`src/rtl/fsup_pkg.sv`:
```
package fsup_pkg;
  localparam int unsigned NUM_SUP = 2;
  localparam int unsigned IDX_OV  = 0;
  localparam int unsigned IDX_UV  = 1;

  typedef logic [NUM_SUP-1:0] sup_vec_t;
endpackage

```
`src/rtl/fsup_supply.sv`:
```
module fsup_supply
  import fsup_pkg::*;
(
  input  logic     clk_i,
  input  logic     rst_ni,
  input  sup_vec_t fault_i,
  input  logic     rc_i,
  input  logic     hold_i,
  output sup_vec_t flag_o,
  output logic     dis_o
);
  sup_vec_t flag_q;
  logic     live_q;

  for (genvar g = 0; g < NUM_SUP; g++) begin : g_flag
    always_ff @(posedge clk_i or negedge rst_ni) begin
      if (!rst_ni)          flag_q[g] <= 1'b0;
      else if (fault_i[g])  flag_q[g] <= 1'b1;   // set wins over clear
      else if (rc_i)        flag_q[g] <= 1'b0;
    end
  end

  always_ff @(posedge clk_i or negedge rst_ni) begin
    if (!rst_ni) live_q <= 1'b0;
    else         live_q <= |fault_i;
  end

  assign flag_o = flag_q;
  assign dis_o  = live_q | (hold_i & (|flag_q));
endmodule

```
`src/rtl/fsup_thermal.sv`:
```
module fsup_thermal #(
  parameter int unsigned TSD_DLY = 16
) (
  input  logic clk_i,
  input  logic rst_ni,
  input  logic warn_i,
  input  logic sd_i,
  input  logic release_i,
  output logic warn_o,
  output logic sd_o
);
  localparam int unsigned CNT_W = (TSD_DLY > 1) ? $clog2(TSD_DLY) : 1;
  localparam logic [CNT_W-1:0] CNT_LAST = CNT_W'(TSD_DLY - 1);

  logic [CNT_W-1:0] cnt_q;
  logic             sd_q;
  logic             warn_q;
  logic             rel;

  assign rel = release_i & ~sd_i;

  always_ff @(posedge clk_i or negedge rst_ni) begin
    if (!rst_ni) warn_q <= 1'b0;
    else         warn_q <= warn_i;
  end

  always_ff @(posedge clk_i or negedge rst_ni) begin
    if (!rst_ni) begin
      cnt_q <= '0;
      sd_q  <= 1'b0;
    end else if (rel) begin
      cnt_q <= '0;
      sd_q  <= 1'b0;
    end else if (!sd_i) begin
      cnt_q <= '0;
    end else if (!sd_q) begin
      if (cnt_q == CNT_LAST) sd_q  <= 1'b1;
      else                   cnt_q <= cnt_q + 1'b1;
    end
  end

  assign warn_o = warn_q;
  assign sd_o   = sd_q;
endmodule

```
`src/rtl/fault_supervisor.sv`:
```
module fault_supervisor
  import fsup_pkg::*;
#(
  parameter int unsigned TSD_DLY = 16
) (
  input  logic clk_i,
  input  logic rst_ni,
  input  logic sup_ov_i,
  input  logic sup_uv_i,
  input  logic temp_warn_i,
  input  logic temp_sd_i,
  input  logic rec_hold_i,
  input  logic sup_rc_i,
  input  logic mode_wr_i,
  input  logic mode_i,
  output logic out_dis_o,
  output logic fault_o,
  output logic ovf_o,
  output logic uvf_o,
  output logic twf_o,
  output logic tsdf_o
);
  sup_vec_t sup_fault;
  sup_vec_t sup_flag;
  logic     sup_dis;
  logic     sd_flag;

  assign sup_fault[IDX_OV] = sup_ov_i;
  assign sup_fault[IDX_UV] = sup_uv_i;

  fsup_supply i_supply (
    .clk_i   (clk_i),
    .rst_ni  (rst_ni),
    .fault_i (sup_fault),
    .rc_i    (sup_rc_i),
    .hold_i  (rec_hold_i),
    .flag_o  (sup_flag),
    .dis_o   (sup_dis)
  );

  fsup_thermal #(.TSD_DLY(TSD_DLY)) i_thermal (
    .clk_i     (clk_i),
    .rst_ni    (rst_ni),
    .warn_i    (temp_warn_i),
    .sd_i      (temp_sd_i),
    .release_i (mode_wr_i & ~mode_i),
    .warn_o    (twf_o),
    .sd_o      (sd_flag)
  );

  assign ovf_o     = sup_flag[IDX_OV];
  assign uvf_o     = sup_flag[IDX_UV];
  assign fault_o   = |sup_flag;
  assign tsdf_o    = sd_flag;
  assign out_dis_o = sup_dis | sd_flag;
endmodule

```
`config.mk`:
```
export PLATFORM = sky130hd
export DESIGN_NAME = fault_supervisor
export DESIGN_NICKNAME = d
export VERILOG_FILES = /design/src/rtl/fsup_pkg.sv /design/src/rtl/fsup_supply.sv /design/src/rtl/fsup_thermal.sv /design/src/rtl/fault_supervisor.sv
export SDC_FILE = /design/constraint.sdc
export NUM_CORES = 1
export LEC_CHECK = 0
export CAP_MARGIN = 20
export CELL_PAD_IN_SITES_DETAIL_PLACEMENT = 0
export CELL_PAD_IN_SITES_GLOBAL_PLACEMENT = 1
export CORE_UTILIZATION = 29
export DETAILED_ROUTE_END_ITERATION = 7
export GPL_TIMING_DRIVEN = 0
export PLACE_DENSITY = 0.75
export SLEW_MARGIN = 20
export SYNTH_ARGS = -nofsm -noshare
export SYNTH_HDL_FRONTEND = slang
export SYNTH_SLANG_ARGS = --single-unit
```
`constraint.sdc`:
```
create_clock -name clk_i -period 1.5 [get_ports clk_i]
set_clock_uncertainty 0.2 [all_clocks]
set_input_delay 0.15 -clock clk_i [delete_from_list [all_inputs] [get_ports clk_i]]
set_output_delay 0.15 -clock clk_i [all_outputs]
set_load 0.1 [all_outputs]
```
# After elaboration in Yosys (flattened, before gate mapping)
# Cells that the tools add are included.
# totals
out_inout_bits	6
input_bits	10
ff_bits	9
# classes
addsub	1
n_mux	11
n_reduce_logical	6
bitwise_logic	7
n_eq_ne	3
# ops
operator	count
4-bit 2-to-1 mux	4
1-bit 2-to-1 mux	7
2-bit nonzero test	3
4-bit by 1-bit adder with 4-bit output (second input constant)	1
4-bit == test (second input constant)	1
2-bit OR reduction	2
1-bit bitwise AND	3
3-bit by 2-bit inequality test with 1-bit output (second input constant)	1
3-bit inequality test (second input constant)	1
1-bit NOT	2
1-bit OR	2
2-bit AND reduction	1

# Longest topological paths before layout
# Gate-level depths: netlist of the first run.
# depth
depth_word	5
depth_mapped	4
depth_no_buf	4

# By module
# A second synthesis of the first run with hierarchy kept.
# unflattened
cells_unflattened	36
hier_area_um2	404.1
# modules_own_cells
module	seq_area_each_um2	n_inst	area_each_um2	cells_per_inst
fsup_thermal	150.1	1	274.0	24
fsup_supply	75.1	1	111.4	9
fault_supervisor	0.0	1	18.8	3

# Worst setup path after synthesis of the first run
# OpenSTA, ideal clock, no wires.
# synth_path
path_type	reg2out
startpoint	register i_supply.flag_q[1] (netlist: i_supply.flag_o[1])
endpoint	output port out_dis_o
n_path_buf	0
path_stages_with_launch	3
setup_slack_ns	-1.394
arrival_ns	2.544
cell_sequence	dfrtp_1 or2_1 a211o_1
# synth_via
elab_chain_cells	4
# synth_lines
item	line	text
start: declaration	fsup_supply.sv:12	sup_vec_t flag_q;
start signal: indexed assignment	fsup_supply.sv:17	if (!rst_ni) flag_q[g] <= 1'b0;
start signal: indexed assignment	fsup_supply.sv:18	else if (fault_i[g]) flag_q[g] <= 1'b1;
start signal: indexed assignment	fsup_supply.sv:19	else if (rc_i) flag_q[g] <= 1'b0;
2-bit OR reduction	n/a	
via fault_o	fault_supervisor.sv:17	output logic fault_o,
1-bit bitwise AND	fsup_supply.sv:29	assign dis_o = live_q | (hold_i & (|flag_q));
1-bit OR	fsup_supply.sv:29	
1-bit OR	fault_supervisor.sv:55	assign out_dis_o = sup_dis | sd_flag;
end: declaration	fault_supervisor.sv:16	output logic out_dis_o,
# The timed path passes the listed nets, and every way through them passes these cells.

# Worst setup path in the final report of the first run
# layout_path
startpoint	register i_supply.flag_q[0] (netlist: i_supply.flag_o[0])
endpoint	output port out_dis_o
# layout_via
elab_chain_cells	4
# layout_lines
item	line
2-bit OR reduction	fsup_supply.sv:29
1-bit bitwise AND	fsup_supply.sv:29
1-bit OR	fsup_supply.sv:29
1-bit OR	fault_supervisor.sv:55
# Every way passes these cells.

==> results of run 1 <==
==> worst max-delay path by stage <==
stage / startpoint / end / slack [ns] / cells after the start
6_report: i_supply.flag_o[0] / out_dis_o / -0.30 / 3
3_5_place_dp: i_supply.flag_o[0] / out_dis_o / -0.84 / 3
4_1_cts: i_supply.flag_o[0] / out_dis_o / -0.32 / 3
3_3_place_gp: i_supply.flag_o[0] / out_dis_o / -0.84 / 3
2_1_floorplan: i_supply.flag_o[0] / out_dis_o / -0.38 / 2
5_1_grt: i_supply.flag_o[0] / out_dis_o / -0.36 / 3
==> Yosys cell counts <==
cell type,count
nor3_1,2
o22ai_1,1
inv_1,4
ha_1,1
dfrtp_1,9
nand4b_1,1
xnor2_1,1
a211o_1,1
or2_1,1
a31oi_4,1
or2_2,1
nand3_1,1
a21oi_1,1
and4bb_2,1
o21ai_0,1
nor2b_1,1
a211oi_1,1
nor2_1,1
nand2_1,1
a21o_1,2
==> flip-flops by register name (all words and copies together), names as in the netlist <==
name              cells
i_thermal.sd_o        1
i_thermal.warn_o      1
i_supply.flag_o       2
i_supply.live_q       1
i_thermal.cnt_q       4
==> what timing repair did <==
action / 4_1_cts / 5_1_grt
endpoints found under the setup margin: 6 / 6
pin swaps: 1 / 1
hold endpoints to repair: 6 / 0
buffers inserted: 1 / 0
gates resized for setup: 33 / 2
hold buffers: 1 / 0
==> worst reg2reg max path: cells and delay by family (launching register included) <==
kind,cells,cell delay [ns]
AOI/OAI and AO/OA,1,0.21
adders and majority gates,1,0.28
xor gates and xnor gates,1,0.15
and+or+nand+nor,1,0.06
DFF,1,0.41
==> per-stage QoR <==
stage                     setup TNS [ns]  utilization (%)  cells  worst slack, ns  hold slack (ns)
after floorplan                   -0.382                -     33           -0.382           -0.346
after global placement             -2.76             48.7     62           -0.841            0.258
after detailed placement           -2.79             48.7     62           -0.840            0.271
after CTS                         -0.434             52.0     68           -0.318            0.123
after global routing              -0.505             52.1     68           -0.358            0.129
final                             -0.404             52.1     68           -0.304            0.130
==> kinds of logic (layout without fill, tap and decap cells) <==
kind of cell	count (synthesis)	after routing
and+or+nand+nor	10	10
AOI/OAI and AO/OA	8	8
xor gates and xnor gates	1	1
buffers and inverters	4	25
adders and majority gates	1	1
DFF	9	9
==> where the power goes <==
group          internal (mW)  switching [mW]  total [mW]
clock                 0.0979          0.0791       0.177
sequential             0.264          0.0205       0.285
combinational         0.0673           0.124       0.191
==> cell type report <==
cell class | count | area share, %
Clock inverter | 1 | 0.810
Clock buffer | 3 | 3.64
Sequential cell | 9 | 37.4
Timing Repair Buffer | 17 | 26.3
Multi-Input combinational cell | 20 | 26.5
Inverter | 4 | 2.43
Tap cell | 14 | 2.83
==> per-layer routing <==
metal,wire [um],vias to the layer above,track usage (%),part of all wire [%]
li1,-,157,-,-
met1,331,154,16.4,41
met2,448,9,24.6,55
met4,0,0,2.59,0
met5,0,-,0,0
met3,37,0,6.94,4.5
==> results.json, run 1 <==
{
  "synthXorXnorAreaFrac_pct": 2.23,
  "critPathRequiredTime_ns": 1.15,
  "setup_viol": 2,
  "power_mw": 0.653,
  "hold_class": "input pin to flip-flop",
  "synth-seq-area-share_pct": 57.3,
  "cp_cell_sequence": "or2_4, a211o_4, buf_12",
  "vdd_drop_max_v": 0.000735,
  "syn_inst": 33,
  "violations": "negative setup slack",
  "path_clk_slew_ns": 0.06,
  "hp-start": "temp_warn_i",
  "cts_buffers": 3,
  "crit_arrival_ns": 1.45,
  "drv_slew": 0,
  "gp_congestion": 0.752,
  "cts_sinks": 9,
  "cts_tree": "built",
  "layout-drive-gt1-share_pct": 35.2,
  "r2r_slack_ns": 0.09,
  "start_util_pct": 33.1,
  "synth_simple_gate_area_share_pct": 15.9,
  "ant_nets": 0,
  "end_kind": "output port",
  "path_buf_inv": 1,
  "fmax_ghz": 0.554,
  "worstRegToRegCells": 4,
  "final_hold_viol_count": 0,
  "wirelength_um": 817,
  "worst_skew_pair.late_latency_ns": 0.25,
  "fp-row-count": 12,
  "cts_buffer_depth": 2,
  "core_mm2": 0.00119,
  "mostFrequentLayoutCell": "clkdlybuf4s50_1",
  "cp_max_fo": 2,
  "synth_top_area_share_pct": 57.3,
  "holdPathEnd": "i_thermal.warn_o",
  "via_count": 320,
  "max_stage_delay_ns": 0.47,
  "period_needed_ns": 1.80,
  "timing.rr.start": "i_thermal.cnt_q[0]",
  "avgSynthCellArea_um2": 11.9,
  "yosys_register_bits": 9,
  "die_w_um": 38.8,
  "power.density_mw_per_mm2": 1060,
  "tightest_slew_ns": 0.519,
  "remaining_drc_errors": 0,
  "io_buffers": 15,
  "seq_area_um2": 231,
  "synth_area_leaders": "dfrtp_1, a31oi_4, a21o_1",
  "antenna_found_initial": 0,
  "top_level_ports": 16,
  "fin_crit_sh_pct": 120,
  "cp-start-kind": "flip-flop",
  "r2r_end": "i_thermal.cnt_q[0]",
  "antenna_cells": 0,
  "synthesis.area_um2": 393,
  "grt_pass1_wl_um": 1440,
  "area_growth_syn_to_layout_pct": 57.3,
  "p_leak_nw": 0.267,
  "htree_levels": 1,
  "ys_warn_count": 0,
  "cp_top_family": "flip-flops",
  "synth_top_area_cell": "dfrtp_1",
  "grt_remaining_overflow": 0,
  "dpl_cell_area_um2": 578,
  "multi_input_area_um2": 164,
  "layout.nets": 66,
  "fp.dieArea_mm2": 0.00151,
  "synthAdderAreaFrac_pct": 3.18,
  "vias_per_cell": 4.71,
  "die_y_um": 38.8,
  "grt_max_degree": 10,
  "syn_nets": 44,
  "rsz0062_at_grt": "yes",
  "holdPathStages": 1,
  "drt_iter0_drc": 1,
  "hpwl_um": 674,
  "layout_setup_ws_ns": -0.304,
  "cap_violations": 0,
  "synth-compound-area-share_pct": 17.5,
  "fin_area_um2": 618,
  "layout_common_cells": "clkdlybuf4s50_1, dfrtp_1, inv_1, clkbuf_4",
  "muxShareOfSynthArea_pct": 0,
  "clockRootBuffer": "clkbuf_4",
  "fillers": 108,
  "synth_top_family_by_area": "compound AO/OA/AOI/OAI gates",
  "status": "complete, but fails checks",
  "slew_headroom_pct": 65.8,
  "crit_type": "flip-flop to output port",
  "cpMaxStageDelayCell": "dfrtp_4",
  "drt_first_pass_iters": 4,
  "wl_per_cell_um": 12.0,
  "yosysUniqueCellTypes": 20,
  "grt_usage_pct": 14.4,
  "first_global_vias": 340
}
No activity file was read; power rests on OpenSTA's default activity.
==> run 2, diff against run 1 <==
--- a/config.mk
+++ b/config.mk
@@ -5,13 +5,15 @@
 export SDC_FILE = /design/constraint.sdc
 export NUM_CORES = 1
 export LEC_CHECK = 0
+export ABC_AREA = 1
 export CAP_MARGIN = 20
 export CELL_PAD_IN_SITES_DETAIL_PLACEMENT = 0
 export CELL_PAD_IN_SITES_GLOBAL_PLACEMENT = 1
-export CORE_UTILIZATION = 29
+export CORE_MARGIN = 8
+export CORE_UTILIZATION = 28
 export DETAILED_ROUTE_END_ITERATION = 7
 export GPL_TIMING_DRIVEN = 0
-export PLACE_DENSITY = 0.75
+export PLACE_DENSITY = 0.76
 export SLEW_MARGIN = 20
 export SYNTH_ARGS = -nofsm -noshare
 export SYNTH_HDL_FRONTEND = slang
==> run 2 against run 1 <==
  * The flow still finishes with violations (negative setup slack)
  * Die area up 93%
  * Setup slack improved by 0.17 ns
  * Worst hold slack worse by 0.0025 ns
  * Critical path type unchanged
==> results.json, run 2 <==
{
  "setup_viol": 2,
  "layout_common_cells": "nand2_1, clkdlybuf4s50_1, dfrtp_1, inv_1, buf_2",
  "hold_ws_ns": 0.128,
  "cts_sinks": 9,
  "top_level_ports": 16,
  "switching_share_pct": 44.7,
  "grt_pass1_wl_um": 1460,
  "layout-drive-gt1-share_pct": 30.9,
  "synth_top_area_cell": "dfrtp_1",
  "die_w_um": 53.9,
  "cp-start-kind": "flip-flop",
  "io_buffers": 15,
  "final_hold_viol_count": 0,
  "fmax_ghz": 0.613,
  "crit_arrival_ns": 1.28,
  "synthArstFlopShare_pct": 100,
  "fp.dieArea_mm2": 0.00290,
  "wirelength_um": 935,
  "combPwrFrac_pct": 41.9,
  "via_count": 374,
  "grt_usage_pct": 7.23,
  "wl_per_cell_um": 11.3,
  "syn_nets": 59,
  "fp-row-count": 13,
  "cp_max_fo": 2,
  "cp_common_cell": "nand2_8",
  "end_kind": "output port",
  "ant_nets": 0,
  "fillers": 130,
  "grt_remaining_overflow": 0,
  "max_stage_delay_ns": 0.49,
  "tightest_slew_ns": 0.499,
  "first_global_vias": 332,
  "hpwl_um": 735,
  "drt_first_pass_iters": 4,
  "drt_iter0_drc": 7,
  "synth_top_area_share_pct": 56.1,
  "die_y_um": 53.9,
  "period_needed_ns": 1.63,
  "synth_area_leaders": "dfrtp_1, nand2_1, inv_1",
  "p_switching_mw": 0.409,
  "vdd_drop_max_v": 0.000635,
  "area_growth_syn_to_layout_pct": 62.3,
  "syn_inst": 48,
  "pwr-share-seq_pct": 37.7,
  "yosysMostFrequentCell": "nand2_1",
  "gp_congestion": 0.735,
  "p_leak_nw": 0.314,
  "synth_edf_count": 0,
  "finalNonFillerCells": 83,
  "vias_per_cell": 4.51,
  "largest_reg_flops": 4,
  "clkPwrFrac_pct": 20.3,
  "ys_warn_count": 0,
  "yosysUniqueCellTypes": 12,
  "cts_buffer_depth": 2,
  "path_clk_slew_ns": 0.06,
  "netlist_top_cells_count": "nand2_1, dfrtp_1, inv_1",
  "antenna_found_initial": 0,
  "drv_slew": 0,
  "grt_use_met2_pct": 11.0,
  "avgSynthCellArea_um2": 8.37,
  "use_met3_pct": 3.86,
  "cts.repair_timing.setup_buffer_count": 0,
  "power.density_mw_per_mm2": 1400,
  "cts_buffers": 3,
  "violations": "negative setup slack",
  "hold_class": "input pin to flip-flop",
  "post-place-cells": 78,
  "busiest_layer": "met2",
  "crit_type": "flip-flop to output port",
  "critPathRequiredTime_ns": 1.15,
  "cpMaxStageDelayCell": "dfrtp_4",
  "status": "complete, but fails checks",
  "seq_area_um2": 236,
  "cts_tree": "built",
  "htree_levels": 1,
  "slew_headroom_pct": 66.9,
  "grt_max_degree": 10,
  "synthesis.area_um2": 402,
  "intPower_mw": 0.506,
  "remaining_drc_errors": 0,
  "layout.nets": 80,
  "antenna_cells": 0,
  "start_util_pct": 30.5,
  "worst_skew_pair.late_latency_ns": 0.26,
  "cp_cell_sequence": "inv_4, nand2_8, a21oi_4, nand2_8, buf_12",
  "multi_input_area_um2": 186,
  "power_mw": 0.915,
  "largest-register": "i_thermal.cnt_q",
  "final_util_pct": 49.5,
  "cap_violations": 0,
  "synth-seq-area-share_pct": 56.1,
  "clockRootBuffer": "clkbuf_4",
  "core_mm2": 0.00132,
  "mostFrequentLayoutCell": "nand2_1",
  "setup_tns_ns": -0.188,
  "yosys_register_bits": 9,
  "synthFlopType": "dfrtp_1",
  "layout_setup_ws_ns": -0.131,
  "fin_crit_sh_pct": 109,
  "grt_use_met1_pct": 7.03,
  "rsz0062_at_grt": "yes"
}
run 2: cell types whose count changed after synthesis, sizes merged, moves of 2 or more:
cell and change:
nand4 +3, nor3 -2, nand2 +15, a21o -2, nand3 +2, o21ai +2
inv +5
run 2: cell type report:
| class | instances | area share, % |
|---|---|---|
| flip-flops and latches | 9 | 36.3 |
| multi-input cells | 30 | 28.6 |
| repair buffers | 16 | 22.3 |
| inverters | 9 | 5.95 |
| clock buffers | 4 | 4.03 |
| well taps | 15 | 2.88 |
run 2: metrics by stage:
step | setup WS [ns] | area [um^2]
floorplan | -0.100 | 462
global placement | -0.785 | 631
detailed placement | -0.782 | 631
CTS | -0.156 | 649
global route | -0.188 | 652
finish | -0.131 | 652
run 2: worst paths after layout:
| check | startpoint | to | slack [ns] | depth (start not counted) |
|---|---|---|---|---|
| worst max-delay path | i_supply.flag_o[1] | out_dis_o | -0.13 | 5 |
| worst min-delay path | temp_warn_i | i_thermal.warn_o | 0.13 | 1 |
| worst max register to register | i_thermal.cnt_q[0] | i_thermal.cnt_q[2] | 0.12 | 4 |
| worst min register to register | i_thermal.cnt_q[1] | i_thermal.cnt_q[1] | 0.34 | 2 |
| max in group asynchronous | rst_ni | i_thermal.sd_o | 0.26 | 2 |
| min in group asynchronous | rst_ni | i_supply.flag_o[0] | 0.53 | 2 |
run 2: power groups by stage:
stage	sequential, mW	clock (mW)	combinational (mW)
after floorplan	0.470	0	0.171
after global placement	0.347	0	0.393
after detailed placement	0.349	0	0.395
after CTS	0.344	0.195	0.383
after global routing	0.351	0.214	0.412
final	0.345	0.186	0.383
run 2: kinds of logic (layout without fill, tap and decap cells):
family | Yosys count | in the layout | synth area share [%]
adders and majority gates | 1 | 1 | 3.11
AOI/OAI and AO/OA | 4 | 4 | 4.98
and+or+nand+nor | 25 | 25 | 27.4
DFF | 9 | 9 | 56.1
buffers and inverters | 9 | 29 | 8.41
run 2: per-layer routing:
| layer | vias to the layer above | routed length [um] |
|---|---|---|
| li1 | 189 | - |
| met1 | 168 | 366 |
| met2 | 15 | 481 |
| met3 | 2 | 63 |
| met4 | 0 | 24 |
| met5 | - | 0 |
run 2: repair_timing:
action                     in CTS  in global routing
hold endpoints to repair        9                  0
gates resized for setup        30                  4
hold buffers                    1                  0
setup endpoints to repair       6                  3
run 2: critical path, delay by kind of cell (launching register included):
family / cells / cell delay (ns)
DFF: 1 / 0.49
buffers and inverters: 2 / 0.25
AOI/OAI and AO/OA: 1 / 0.17
and+or+nand+nor: 2 / 0.11
==> run 3, diff against run 2 <==
--- a/config.mk
+++ b/config.mk
@@ -12,6 +12,7 @@
 export CORE_MARGIN = 8
 export CORE_UTILIZATION = 28
 export DETAILED_ROUTE_END_ITERATION = 7
+export GPL_ROUTABILITY_DRIVEN = 0
 export GPL_TIMING_DRIVEN = 0
 export PLACE_DENSITY = 0.76
 export SLEW_MARGIN = 20
==> results of run 3 <==
Final layout, timing and power as in run 2 (identical DEF).
